### src/rtl/cslot_pkg.sv
package cslot_pkg;
  typedef enum logic [1:0] {PH_SCAN, PH_LOOK, PH_ACCEPT} phase_e;
  localparam int unsigned FIS_LEN_OK = 128;
endpackage

### src/rtl/cslot_issue_reg.sv
module cslot_issue_reg #(
  parameter int NSLOT = 32
) (
  input  logic             clk,
  input  logic             rst,
  input  logic [NSLOT-1:0] set_mask,
  input  logic [NSLOT-1:0] clr_mask,
  output logic [NSLOT-1:0] bits_q
);
  for (genvar i = 0; i < NSLOT; i++) begin : g_bit
    always_ff @(posedge clk) begin
      if (rst)              bits_q[i] <= 1'b0;
      else if (set_mask[i]) bits_q[i] <= 1'b1;
      else if (clr_mask[i]) bits_q[i] <= 1'b0;
    end

    AST_SET_WINS: assert property (@(posedge clk) disable iff (rst)
      set_mask[i] |=> bits_q[i]);
    AST_CLEAR_SOURCE: assert property (@(posedge clk) disable iff (rst)
      $fell(bits_q[i]) |-> $past(clr_mask[i]));
  end
endmodule

### src/rtl/cslot_pick.sv
module cslot_pick #(
  parameter int NSLOT = 32,
  localparam int SW = $clog2(NSLOT)
) (
  input  logic [NSLOT-1:0] req,
  output logic             found,
  output logic [SW-1:0]    idx
);
  always_comb begin
    found = 1'b0;
    idx   = '0;
    for (int i = NSLOT - 1; i >= 0; i--) begin
      if (req[i]) begin
        found = 1'b1;
        idx   = SW'(i);
      end
    end
  end
endmodule

### src/rtl/cmd_slot_dispatcher.sv
module cmd_slot_dispatcher
  import cslot_pkg::*;
#(
  parameter int NSLOT = 32,
  parameter int LEN_W = 8,
  parameter int OPC_W = 8,
  localparam int SW = $clog2(NSLOT),
  localparam int BW = SW + 1
) (
  input  logic             clk,
  input  logic             rst,
  input  logic             issue_wr,
  input  logic [NSLOT-1:0] issue_set,
  input  logic             start_wr,
  input  logic             start_val,
  input  logic             eng_busy,
  input  logic             eng_drq,
  input  logic             eng_err,
  input  logic             eng_done,
  output logic [SW-1:0]    hdr_slot,
  input  logic [LEN_W-1:0] hdr_fis_len,
  input  logic [OPC_W-1:0] hdr_cmd_byte,
  input  logic             hdr_ncq,
  output logic             disp_valid,
  output logic [SW-1:0]    disp_slot,
  output logic [OPC_W-1:0] disp_opcode,
  output logic             disp_ncq,
  output logic             irq_hbf,
  output logic             irq_tfe,
  output logic             irq_d2h,
  output logic [NSLOT-1:0] ci_bits,
  output logic             port_run,
  output logic [BW-1:0]    active_slot
);
  localparam logic [BW-1:0] SLOT_NONE = '1;

  phase_e           ph_q;
  logic [SW-1:0]    look_q;
  logic [BW-1:0]    act_q;
  logic             run_q;
  logic [NSLOT-1:0] ci_q;
  logic [NSLOT-1:0] set_mask, clr_mask;
  logic             pk_found;
  logic [SW-1:0]    pk_idx;
  logic             eng_idle, scan_go, len_ok, act_done;

  assign eng_idle = !eng_busy && !eng_drq;
  assign len_ok   = (hdr_fis_len == LEN_W'(FIS_LEN_OK));
  assign act_done = eng_done && (act_q != SLOT_NONE);
  assign scan_go  = (ph_q == PH_SCAN) && run_q && pk_found && eng_idle &&
                    (act_q == SLOT_NONE);

  cslot_pick #(.NSLOT(NSLOT)) u_pick (
    .req   (ci_q),
    .found (pk_found),
    .idx   (pk_idx)
  );

  always_comb begin
    set_mask = issue_wr ? issue_set : '0;
    clr_mask = '0;
    if (ph_q == PH_ACCEPT && eng_idle) clr_mask[look_q] = 1'b1;
    if (act_done && eng_idle)          clr_mask[act_q[SW-1:0]] = 1'b1;
  end

  cslot_issue_reg #(.NSLOT(NSLOT)) u_issue (
    .clk      (clk),
    .rst      (rst),
    .set_mask (set_mask),
    .clr_mask (clr_mask),
    .bits_q   (ci_q)
  );

  always_ff @(posedge clk) begin
    if (rst) begin
      ph_q        <= PH_SCAN;
      look_q      <= '0;
      act_q       <= SLOT_NONE;
      run_q       <= 1'b0;
      disp_valid  <= 1'b0;
      disp_slot   <= '0;
      disp_opcode <= '0;
      disp_ncq    <= 1'b0;
      irq_hbf     <= 1'b0;
      irq_tfe     <= 1'b0;
      irq_d2h     <= 1'b0;
    end else begin
      disp_valid <= 1'b0;
      irq_hbf    <= 1'b0;
      irq_tfe    <= 1'b0;
      irq_d2h    <= 1'b0;
      case (ph_q)
        PH_SCAN: begin
          if (scan_go) begin
            look_q <= pk_idx;
            ph_q   <= PH_LOOK;
          end
        end
        PH_LOOK: begin
          if (!len_ok) begin
            irq_hbf <= 1'b1;
            ph_q    <= PH_SCAN;
          end else begin
            disp_valid  <= 1'b1;
            disp_slot   <= look_q;
            disp_opcode <= hdr_cmd_byte;
            disp_ncq    <= hdr_ncq;
            if (hdr_ncq) begin
              ph_q <= PH_ACCEPT;
            end else begin
              act_q <= {1'b0, look_q};
              ph_q  <= PH_SCAN;
            end
          end
        end
        default: begin
          if (eng_err) irq_tfe <= 1'b1;
          ph_q <= PH_SCAN;
        end
      endcase
      if (act_done) begin
        act_q   <= SLOT_NONE;
        irq_d2h <= 1'b1;
        if (eng_err) irq_tfe <= 1'b1;
      end
      if (ph_q == PH_LOOK && !len_ok) run_q <= 1'b0;
      else if (start_wr)              run_q <= start_val;
    end
  end

  assign hdr_slot    = look_q;
  assign ci_bits     = ci_q;
  assign port_run    = run_q;
  assign active_slot = act_q;

  AST_DISP_PULSE: assert property (@(posedge clk) disable iff (rst)
    disp_valid |=> !disp_valid);
  AST_IDLE_GATE: assert property (@(posedge clk) disable iff (rst)
    (ph_q == PH_LOOK) |-> $past(run_q && !eng_busy && !eng_drq));
  AST_HBF_NOEXEC: assert property (@(posedge clk) disable iff (rst)
    irq_hbf |-> (!disp_valid && !run_q));
  AST_NCQ_NO_D2H: assert property (@(posedge clk) disable iff (rst)
    (disp_valid && disp_ncq) |=> !irq_d2h);
  AST_ACTIVE_HOLD: assert property (@(posedge clk) disable iff (rst)
    (act_q != SLOT_NONE && !eng_done) |=> $stable(act_q));
  AST_ACT_RELEASE: assert property (@(posedge clk) disable iff (rst)
    act_done |=> (act_q == SLOT_NONE));
endmodule

### config.mk
export PLATFORM = sky130hd
export DESIGN_NAME = cmd_slot_dispatcher
export DESIGN_NICKNAME = d
export VERILOG_FILES = /design/src/rtl/cslot_pkg.sv /design/src/rtl/cslot_issue_reg.sv /design/src/rtl/cslot_pick.sv /design/src/rtl/cmd_slot_dispatcher.sv
export SDC_FILE = /design/constraint.sdc
export NUM_CORES = 1
export LEC_CHECK = 0
export BUFFER_PORTS_ARGS = -buffer_cell sky130_fd_sc_hd__buf_2
export CAP_MARGIN = 10
export CORE_MARGIN = 2
export CORE_UTILIZATION = 51
export CTS_CLUSTER_DIAMETER = 80
export DETAILED_ROUTE_END_ITERATION = 8
export HOLD_SLACK_MARGIN = 0.15
export PLACE_DENSITY = 0.83
export SKIP_LAST_GASP = 1
export SLEW_MARGIN = 20
export SYNTH_ARGS = -nofsm -noshare
export SYNTH_HDL_FRONTEND = slang
export SYNTH_SLANG_ARGS = --single-unit
### constraint.sdc
create_clock -name clk -period 4.9 [get_ports clk]
set_input_delay 0.245 -clock clk [delete_from_list [all_inputs] [get_ports clk]]
set_output_delay 0.245 -clock clk [all_outputs]
set_load 0.005 [all_outputs]
==> results of run 1 <==
-- cells in the mapped netlist (2+ instances only) --
cell,number
nand4_1,2
nand3_1,13
inv_1,7
nor2_1,37
o211ai_1,4
a211oi_1,4
and2_1,3
nor4_1,12
or3_1,6
nand3b_1,8
o221ai_1,31
or2_1,2
nor2b_1,3
a21oi_1,38
nor3_1,3
mux2i_1,14
nand2b_1,5
clkbuf_1,16
o21bai_1,2
nand2_1,57
buf_2,4
or3b_2,2
o21ai_0,4
and3_1,2
a32o_1,2
dfxtp_1,64
-- cells in the final DEF (no fill, tap or decap), types with 2 or more instances in the layout --
| master | netlist | final |
|---|---|---|
| nand4_1 | 2 | 2 |
| inv_1 | 7 | 7 |
| nor2b_1 | 3 | 3 |
| clkbuf_8 | 0 | 10 |
| or3b_2 | 2 | 2 |
| clkinv_2 | 0 | 3 |
| dfxtp_1 | 64 | 64 |
| nor3_1 | 3 | 3 |
| nand3_1 | 13 | 13 |
| o21ai_0 | 4 | 4 |
| nand3b_1 | 8 | 8 |
| nor2_1 | 37 | 37 |
| mux2i_1 | 14 | 14 |
| o221ai_1 | 31 | 31 |
| or3_1 | 6 | 6 |
| nand2b_1 | 5 | 5 |
| a21oi_1 | 38 | 38 |
| and3_1 | 2 | 2 |
| and2_1 | 3 | 3 |
| o211ai_1 | 4 | 4 |
| a32o_1 | 2 | 2 |
| nor4_1 | 12 | 12 |
| buf_2 | 4 | 119 |
| o21bai_1 | 2 | 2 |
| or2_1 | 2 | 2 |
| dlygate4sd3_1 | 0 | 7 |
| nand2_1 | 57 | 57 |
| a211oi_1 | 4 | 4 |
-- worst max-delay path, stage by stage (launching register included) --
cell	delay (ns)
dfxtp_1	0.59
nand3_1	0.35
nor4_4	0.46
o21ai_2	0.19
a311o_1	0.39
a21oi_2	0.13
-- per-layer routing --
| layer | track usage [%] | vias up |
|---|---|---|
| li1 | - | 1587 |
| met1 | 38.9 | 1581 |
| met2 | 46.5 | 206 |
| met3 | 6.22 | 32 |
| met4 | 13.1 | 0 |
| met5 | 0 | - |
-- sequential cells by signal (all words and copies together), names as in the netlist --
name,cells
irq_d2h,1
u_issue.bits_q,32
disp_ncq,1
ph_q,2
disp_slot,5
disp_opcode,8
disp_valid,1
irq_hbf,1
irq_tfe,1
hdr_slot,5
active_slot,6
port_run,1
-- worst max-delay path by stage --
stage / startpoint / to
after floorplan: active_slot[3]$_SDFFE_PP1P_ / hdr_slot[2]$_SDFFE_PP0P_
after global placement: hdr_fis_len[5] / active_slot[1]$_SDFFE_PP1P_
final: active_slot[3]$_SDFFE_PP1P_ / hdr_slot[2]$_SDFFE_PP0P_
after CTS: ph_q[0]$_SDFFE_PP0P_ / active_slot[1]$_SDFFE_PP1P_
after global routing: ph_q[0]$_SDFFE_PP0P_ / active_slot[1]$_SDFFE_PP1P_
after detailed placement: hdr_fis_len[5] / active_slot[1]$_SDFFE_PP1P_
-- final cells by class --
| type | instances | area share (%) |
|---|---|---|
| clock buffers | 11 | 3.65 |
| inverters | 7 | 0.679 |
| clock inverters | 4 | 1.16 |
| flip-flops and latches | 64 | 33.1 |
| multi-input cells | 273 | 41.9 |
| well taps | 72 | 2.33 |
| repair buffers | 126 | 17.2 |
-- power by group --
group	total, W	switching, W	internal, W
Sequential	0.000573	0.0000334	0.000540
Clock	0.000438	0.000195	0.000244
Combinational	0.000144	0.0000726	0.0000716
Total	0.00116	0.000301	0.000855
-- cell families after synthesis --
family | Yosys count
flip-flops | 64
AO/OA/AOI/OAI | 97
buffers and inverters | 28
AND/OR/NAND/NOR | 162
multiplexers | 14
-- per-stage QoR --
| stage | std cells | hold slack (ns) | cell area [um^2] | util, % |
|---|---|---|---|---|
| after floorplan | 365 | 0.367 | 3010 | - |
| after global placement | 535 | 0.469 | 3610 | 64.4 |
| after detailed placement | 535 | 0.481 | 3610 | 64.4 |
| after global routing | 557 | 0.158 | 3870 | 69.0 |
| after CTS | 557 | 0.153 | 3870 | 69.0 |
| final | 557 | 0.153 | 3870 | 69.0 |
==> reports/metrics.yaml, run 1 <==
sta:
  fmax_ghz: 0.456
  fin_crit_ns: 2.19
  skew_ns: 0.00695
  setup_ws_ns: 2.71
  slew_headroom_pct: 32.8
  finalSetupTns_ns: 0
  finalHoldViolCount: 0
  setup_viol: 0
  worst_slew_pin_slew_ns: 1.01
  slew_viol_final: 0
  period_share_pct: 44.7
  rsz0062_at_grt: "false"
drt:
  wl_met2_um: 4400
  avgRoutedWirePerCell_um: 17.4
  drc: 0
  dr.max_layer_used: "met4"
  via_per_inst: 6.11
  met3_length_um: 1040
  detail_route.iter0.violations: 249
  dr.pass1.iters: 5
  vias: 3406
  postRouteAntennaNets: 0
  wl_met1_um: 3980
  wirelength_um: 9680
yosys:
  synth-compound-area-share_pct: 22.4
  synth_top_family_by_area: "simple AND/OR/NAND/NOR gates"
  synth_cell_types: 46
  yosysTopAreaCellShare_pct: 42.5
  yosysTopAreaCell: "dfxtp_1"
  synth_area_um2: 3010
  yosysSeqAreaShare_pct: 42.5
  yosysWarnings: 0
  synthMuxAreaShare_pct: 4.65
  ys_top_cells_by_area: "dfxtp_1 43%, o221ai_1 9.0%, nand2_1 7.1%"
  yosys.area_share.simple_pct: 26.7
  synth_edf_count: 0
  synth-xor-area-share_pct: 0
  synthArstFlopShare_pct: 0
  yosys.area_share.adder_pct: 0
  avgSynthCellArea_um2: 8.25
  ys_seq_elements: 64
  syn_nets: 423
  postSynthCellCount: 365
  ys.flop_type: "dfxtp_1"
clock_tree:
  cts.htree.levels: 3
  ctsResizeCount: 0
  numCtsBuffers: 9
  ctsHoldBuffers: 7
  cts_tree: "done"
  root_buffer: "clkbuf_8"
  post_cts_buffers: 0
  clk_pin_slew_ns: 0.07
  cts_buffer_depth: 2
  cts_sinks: 64
  insertion_delay_ns: 0.34
placement:
  io_buffer_count: 119
  dpl.hpwl_um: 6820
  gp_congestion: 0.893
  pre_cts_slack_ns: 2.47
setup_path:
  r2r-end: "hdr_slot[2]$_SDFFE_PP0P_"
  cp-end-kind: "flip-flop"
  start_kind: "flip-flop"
  timing.rr.start: "active_slot[3]$_SDFFE_PP1P_"
  r2r_slack_ns: 2.71
  cp_data_arrival_time_ns: 2.45
  crit_type: "flip-flop to flip-flop"
  cp_max_fo: 11
  reg2reg_depth: 5
  worstPathRequired_ns: 5.16
finish:
  multi_input_area_um2: 1620
  diodes: 0
  syn_to_final_growth_pct: 28.5
  num-fill-cells: 487
  sequential_cell_area_um2: 1280
  drive_above_1_share_pct: 28.7
  nets: 539
power:
  p_per_area_nw_per_um2: 299
  vdd_drop_max_uv: 202
  p_total_w: 0.00116
  p_leak_nw: 1.78
die:
  dieArea_um2: 6540
  ioPinCount: 120
  core_area_um2: 5610
  dieHeight_um: 80.8
  start_util_pct: 53.7
  row_count: 27
  die_w_um: 80.8
hold_path:
  holdPathEnd: "u_issue.bits_q[19]$_SDFFE_PP0P_"
  min_from: "issue_set[19]"
  min_path_cells: 3
  hp-class: "primary input to flip-flop"
global_routing:
  antenna_found_initial: 0
  grt_max_degree: 57
  grt_pass1_wl_um: 14700
  gr-total-overflow: 0
  grt_pass1_vias: 3011
  grtUsageTotal_pct: 29.5
status:
  outcome: "finished clean"
run:
  cap_violations: 0
Power figures use the tool's default switching activity.
==> run 2: changes to the inputs <==
--- a/config.mk
+++ b/config.mk
@@ -8,11 +8,11 @@
 export BUFFER_PORTS_ARGS = -buffer_cell sky130_fd_sc_hd__buf_2
 export CAP_MARGIN = 10
 export CORE_MARGIN = 2
-export CORE_UTILIZATION = 51
+export CORE_UTILIZATION = 44
 export CTS_CLUSTER_DIAMETER = 80
 export DETAILED_ROUTE_END_ITERATION = 8
 export HOLD_SLACK_MARGIN = 0.15
-export PLACE_DENSITY = 0.83
+export PLACE_DENSITY = 0.76
 export SKIP_LAST_GASP = 1
 export SLEW_MARGIN = 20
 export SYNTH_ARGS = -nofsm -noshare
==> constraint.sdc (replaced) <==
create_clock -name clk -period 1.79 [get_ports clk]
set_input_delay 0.0895 -clock clk [delete_from_list [all_inputs] [get_ports clk]]
set_output_delay 0.0895 -clock clk [all_outputs]
set_load 0.005 [all_outputs]
==> run 2 against run 1 <==
Cell count is 20% higher. Combinational power grew to 4.5 times the previous value. Clock-buffer cell count stayed put. Hold slack better by 0.015 ns. Register-to-register slack worse by 2.7 ns. Via count is 14% higher. Power grew to 3.0 times the previous value. Sequential share of layout area is 6.7 points lower. Clock power grew to 2.9 times the previous value. Sequential power grew to 2.7 times the previous value. Die area is 15% higher. Final area is 26% higher. Largest power group unchanged.
==> reports/metrics.yaml, run 2 (synthesis gave the netlist of run 1 again) <==
setup_path:
  r2r-end: "u_issue.bits_q[14]$_SDFFE_PP0P_"
  crit_chain: "or4b_4, or3_4, o221ai_2, a21oi_1"
  cp-end-kind: "flip-flop"
  cp.depth: 4  # -1
  cp_slowest_cell: "or4b_4"
  timing.rr.start: "ph_q[0]$_SDFFE_PP0P_"
  start_kind: "flip-flop"
  r2r_slack_ns: 0.004  # -2.71 ns
  cp_max_fo: 8  # -3
  crit_type: "flip-flop to flip-flop"
  cp_slowest_stage_delay_ns: 0.55  # -0.04 ns
  reg2reg_depth: 4  # -1
  critPathCapture: "u_issue.bits_q[14]$_SDFFE_PP0P_"
  crit_start: "ph_q[0]$_SDFFE_PP0P_"
  cp_num_buf_inv: 0  # unchanged
  worstPathRequired_ns: 2.00  # -3.16 ns
  critPathTopFamily: "simple AND/OR/NAND/NOR gates"
  cp_data_arrival_time_ns: 1.99  # -0.46 ns
sta:
  setup_ws_ns: 0.00352  # -2.71 ns
  period_share_pct: 99.8  # +55 points
  skew_ns: 0.00994  # +0.00300 ns
  worst_slew_pin_slew_ns: 0.564  # -0.445 ns
  slew_viol_final: 0  # unchanged
  fin_crit_ns: 1.79  # -0.405 ns
  rsz0062_at_grt: "true"
  fmax_ghz: 0.560  # +23%
  slew_headroom_pct: 62.4  # +30 points
  setup_viol: 0  # unchanged
  finalHoldViolCount: 0  # unchanged
drt:
  dr.pass1.iters: 5  # unchanged
  wl_met2_um: 5610  # +28%
  wl_met1_um: 4790  # +20%
  drc: 0  # unchanged
  postRouteAntennaNets: 0  # unchanged
  detail_route.iter0.violations: 361  # +45%
  dr.max_layer_used: "met4"
  wirelength_um: 11800  # +22%
  via_per_inst: 5.83  # -4.7%
  vias: 3880  # +14%
  met3_length_um: 1060  # +2.4%
  avgRoutedWirePerCell_um: 17.7  # +2.0%
placement:
  io_buffer_count: 119  # unchanged
  place_area_um2: 4050  # +12%
  pre_cts_slack_ns: -0.0627  # -2.54 ns
  gp_congestion: 0.987  # +10%
  dpl.hpwl_um: 7910  # +16%
finish:
  diodes: 0  # unchanged
  num-fill-cells: 511  # +4.9%
  largest_reg_flops: 32  # unchanged
  top_register: "u_issue.bits_q"
  nets: 639  # +19%
  drive_above_1_share_pct: 37.4  # +8.7 points
  final_common_cell: "buf_2"
  final_area_um2: 4870  # +26%
  final_cell_mix: "119 x buf_2, 62 x dfxtp_1, 58 x buf_4, 56 x nand2_1, 49 x dlygate4sd3_1"
  syn_to_final_growth_pct: 61.7
hold_path:
  hp-class: "primary input to flip-flop"
clock_tree:
  insertion_delay_ns: 0.34  # about the same
  cts_sinks: 64  # unchanged
  root_buffer: "clkbuf_8"
  cts_tree: "done"
  cts_buffer_depth: 2  # unchanged
  cts.htree.levels: 3  # unchanged
  clk_pin_slew_ns: 0.07  # about the same
  numCtsBuffers: 9  # unchanged
die:
  die_w_um: 86.7  # +7.3%
  dieHeight_um: 86.7  # +7.3%
  ioPinCount: 120  # unchanged
  row_count: 30  # +11%
  start_util_pct: 44.8  # -8.9 points
  dieArea_um2: 7520  # +15%
  core_area_um2: 6720  # +20%
global_routing:
  antenna_found_initial: 0  # unchanged
  grt_max_degree: 33  # -42%
  grt_pass1_vias: 3544  # +18%
  gr-total-overflow: 0  # unchanged
  grtUsageTotal_pct: 31.0  # +1.6 points
  grt_pass1_wl_um: 18000  # +22%
run:
  cap_violations: 0  # unchanged
power:
  vdd_drop_max_uv: 508  # +150%
  p_per_area_nw_per_um2: 709  # +140%
  p_leak_nw: 2.26  # +27%
status:
  outcome: "finished clean"
-- run 2: per-stage QoR --
stage	total power, W	util, %	instances	hold slack, ns	TNS [ns]
after floorplan	0.00179	-	365	0.211	0
after global placement	0.00208	60.3	600	0.322	-0.551
after detailed placement	0.00209	60.3	600	0.329	-0.699
after CTS	0.00340	70.8	665	0.155	0
after global routing	0.00358	72.5	666	0.171	-0.151
final	0.00345	72.5	666	0.168	0
-- run 2: worst reg2reg max path: cells and delay by family, from the launching register on --
family          cells  cell delay (ns)
compound gates      2             0.31
flops               1             0.32
simple gates        2             1.04
-- run 2: repair_timing --
item / in CTS / in global routing
gates resized for setup: 3 / 19
hold buffers: 49 / 0
endpoints found under the setup margin: 19 / 50
setup buffers: 0 / 1
pin swaps: 1 / 8
hold endpoints to repair: 50 / 0
-- run 2: worst min-delay path by stage --
stage / startpoint / endpoint / slack [ns] / cells after the start
after CTS: rst / ph_q[0]$_SDFFE_PP0P_ / 0.15 / 2
after floorplan: hdr_ncq / ph_q[1]$_SDFFE_PP0P_ / 0.21 / 1
after global placement: hdr_cmd_byte[2] / disp_opcode[2]$_SDFFE_PP0P_ / 0.32 / 3
final: rst / ph_q[0]$_SDFFE_PP0P_ / 0.17 / 2
after detailed placement: hdr_cmd_byte[2] / disp_opcode[2]$_SDFFE_PP0P_ / 0.33 / 3
after global routing: rst / ph_q[0]$_SDFFE_PP0P_ / 0.17 / 2
-- run 2: power breakdown --
part           switching [W]  internal, W
logic               0.000296     0.000349
clock network       0.000589     0.000680
registers          0.0000598      0.00148
total               0.000945      0.00251
-- run 2: per-layer routing --
layer  track usage (%)  vias to the layer above
li1                  -                     1793
met1              40.5                     1822
met2              50.0                      231
met3              5.90                       34
met4              13.6                        0
met5                 0                        -
-- run 2: layout make-up --
type | count | area [um^2] | area share, %
sequential | 64 | 1280 | 26.4
clock buffer | 11 | 141 | 2.90
timing repair buffer | 226 | 1520 | 31.3
clock inverter | 5 | 56.3 | 1.16
inverter | 7 | 26.3 | 0.540
tap | 80 | 100 | 2.06
multi-input combinational | 273 | 1740 | 35.7
==> run 3: changes to the inputs <==
==> constraint.sdc (replaced) <==
create_clock -name clk -period 1.79 [get_ports clk]
set_input_delay 0.179 -clock clk [delete_from_list [all_inputs] [get_ports clk]]
set_output_delay 0.179 -clock clk [all_outputs]
set_load 0.005 [all_outputs]
==> run 3 against run 2 <==
Non-clock buffer count increased by 1. Final area grew 0.41%. Register-to-register slack better by 0.03 ns. Via count up 2.0%. Fmax rose by 1.5%. Power rose by 4.8%. Critical path depth increased by 1. Die area unchanged. Clock-buffer cell count is 2 lower. Worst setup slack gained 0.026 ns. Critical endpoint is now u_issue.bits_q[6]$_SDFFE_PP0P_. Largest power group unchanged.
==> reports/metrics.yaml, run 3 (synthesis gave the netlist of run 1 again) <==
status:
  outcome: "finished clean"
setup_path:
  start_kind: "flip-flop"
  cp-end-kind: "flip-flop"
  reg2reg_depth: 5  # +1
  cp_num_buf_inv: 1  # +1
  cp_max_fo: 4  # -4
  r2r-end: "u_issue.bits_q[6]$_SDFFE_PP0P_"
  worstPathRequired_ns: 2.03  # +0.03 ns
  timing.rr.start: "ph_q[0]$_SDFFE_PP0P_"
  cp_slowest_cell: "or4b_4"
  crit_type: "flip-flop to flip-flop"
  critPathTopFamily: "simple AND/OR/NAND/NOR gates"
  r2r_slack_ns: 0.03  # +0.03 ns
  cp_slowest_stage_delay_ns: 0.51  # -0.04 ns
  cp_data_arrival_time_ns: 2.00  # about the same
  crit_chain: "or4b_4, or3_4, buf_4, o221ai_1, a21oi_1"
clock_tree:
  numCtsBuffers: 9  # unchanged
  cts.htree.levels: 3  # unchanged
  root_buffer: "clkbuf_8"
  cts_buffer_depth: 2  # unchanged
  clk_pin_slew_ns: 0.08  # about the same
  insertion_delay_ns: 0.35  # about the same
  cts_tree: "done"
  cts_sinks: 64  # unchanged
drt:
  drc: 0  # unchanged
  postRouteAntennaNets: 0  # unchanged
  detail_route.iter0.violations: 489  # +35%
  via_per_inst: 5.93  # +1.8%
  wirelength_um: 12100  # +2.9%
  dr.pass1.iters: 6  # +1
  avgRoutedWirePerCell_um: 18.2  # +2.7%
  vias: 3957  # +2.0%
placement:
  io_buffer_count: 119  # unchanged
  dp_cells: 601  # +0.17%
  dpl.hpwl_um: 8030  # +1.5%
  gp_congestion: 0.919  # -6.9%
hold_path:
  holdPathEnd: "port_run$_SDFFE_PP0P_"
  min_from: "start_val"
  min_path_cells: 3  # +1
  hp-class: "primary input to flip-flop"
power:
  p_per_area_nw_per_um2: 740  # +4.4%
  p_leak_nw: 2.28  # +0.68%
  p_total_w: 0.00362  # +4.8%
  vdd_drop_max_uv: 477  # -6.3%
finish:
  final_common_cell: "buf_2"
  largest_reg_flops: 32  # unchanged
  nets: 640  # +0.16%
  drive_above_1_share_pct: 37.5  # +0.11 points
  instances_no_fill: 667  # +0.15%
  syn_to_final_growth_pct: 62.3
  top_register: "u_issue.bits_q"
  diodes: 0  # unchanged
  final_cell_mix: "119 x buf_2, 62 x dfxtp_1, 58 x buf_4, 56 x nand2_1, 48 x dlygate4sd3_1"
sta:
  slew_viol_final: 0  # unchanged
  finalHoldViolCount: 0  # unchanged
  slew_headroom_pct: 61.8  # -0.57 points
  skew_ns: 0.0113  # +0.00135 ns
  rsz0062_at_grt: "true"
  fmax_ghz: 0.568  # +1.5%
  worst_slew_pin_slew_ns: 0.573  # +0.00853 ns
  setup_viol: 0  # unchanged
  period_share_pct: 98.3  # -1.5 points
  fin_crit_ns: 1.76  # -0.0265 ns
global_routing:
  grt_max_degree: 33  # unchanged
  grt_pass1_wl_um: 18500  # +3.0%
  grt_pass1_vias: 3747  # +5.7%
  grtUsageTotal_pct: 32.1  # +1.1 points
  antenna_found_initial: 0  # unchanged
  gr-total-overflow: 0  # unchanged
die:
  dieHeight_um: 86.7  # unchanged
  ioPinCount: 120  # unchanged
  row_count: 30  # unchanged
  start_util_pct: 44.8  # unchanged
  die_w_um: 86.7  # unchanged
  dieArea_um2: 7520  # unchanged
  core_area_um2: 6720  # unchanged
run:
  cap_violations: 0  # unchanged
run 3: cell types whose count changed in the layout (fill, tap and decap cells not counted), moves of 2 or more:
cell      before  now
inv_6          0    3
clkinv_2       2    0
o221ai_1      23   25
o221ai_2       8    6
run 3: how the worst max path moves through the flow:
stage | endpoint | cells past startpoint | slack [ns] | start
final | u_issue.bits_q[6]$_SDFFE_PP0P_ | 5 | 0.03 | ph_q[0]$_SDFFE_PP0P_
after global routing | u_issue.bits_q[6]$_SDFFE_PP0P_ | 5 | -0.02 | ph_q[0]$_SDFFE_PP0P_
after CTS | u_issue.bits_q[18]$_SDFFE_PP0P_ | 5 | 0.003 | ph_q[0]$_SDFFE_PP0P_
after detailed placement | u_issue.bits_q[18]$_SDFFE_PP0P_ | 5 | -0.03 | ph_q[0]$_SDFFE_PP0P_
after global placement | u_issue.bits_q[14]$_SDFFE_PP0P_ | 5 | 0.01 | ph_q[0]$_SDFFE_PP0P_
after floorplan | hdr_slot[2]$_SDFFE_PP0P_ | 6 | 0.07 | active_slot[3]$_SDFFE_PP1P_
run 3: worst reg2reg max path: cells and delay by family (launching register included):
| kind | cells | cell delay, ns |
|---|---|---|
| buf+inv | 1 | 0.17 |
| flops | 1 | 0.32 |
| simple gates | 2 | 0.87 |
| compound gates | 2 | 0.30 |
run 3: area by class of cell:
class                   instances  area (um^2)
well taps                      80          100
flip-flops and latches         64         1280
inverters                       7         26.3
clock inverters                 7          103
repair buffers                227         1540
multi-input cells             273         1710
clock buffers                   9          124
fillers                       499         1830
run 3: power by group:
| part | switching, W | leakage, nW | internal (W) |
|---|---|---|---|
| logic | 0.000296 | 1.64 | 0.000345 |
| registers | 0.0000594 | 0.524 | 0.00148 |
| clock network | 0.000640 | 0.111 | 0.000801 |
run 3: per-layer routing:
metal	part of all wire [%]	vias to the layer above	GRT usage, %
li1	-	1790	-
met1	39	1845	41.4
met2	48	275	51.7
met3	9.5	47	6.67
met4	3.6	0	14.5
met5	0	-	0
run 3: stage by stage:
step / hold slack [ns] / area (um^2) / setup slack (ns) / utilization [%] / setup TNS, ns
finish: 0.166 / 4890 / 0.0300 / 72.8 / 0
floorplan: 0.301 / 3010 / 0.0671 / - / 0
global route: 0.174 / 4890 / -0.0197 / 72.8 / -0.0307
CTS: 0.162 / 4790 / 0.00303 / 71.2 / 0
global placement: 0.411 / 4060 / 0.0102 / 60.4 / 0
detailed placement: 0.417 / 4060 / -0.0302 / 60.4 / -0.0546
run 3: timing repair:
item                       in CTS  in global routing
pin swaps                       1                  7
setup endpoints to repair      15                 48
buffers inserted                0                  2
gates resized for setup         4                 19
hold buffers                   48                  0
hold endpoints to repair       45                  0
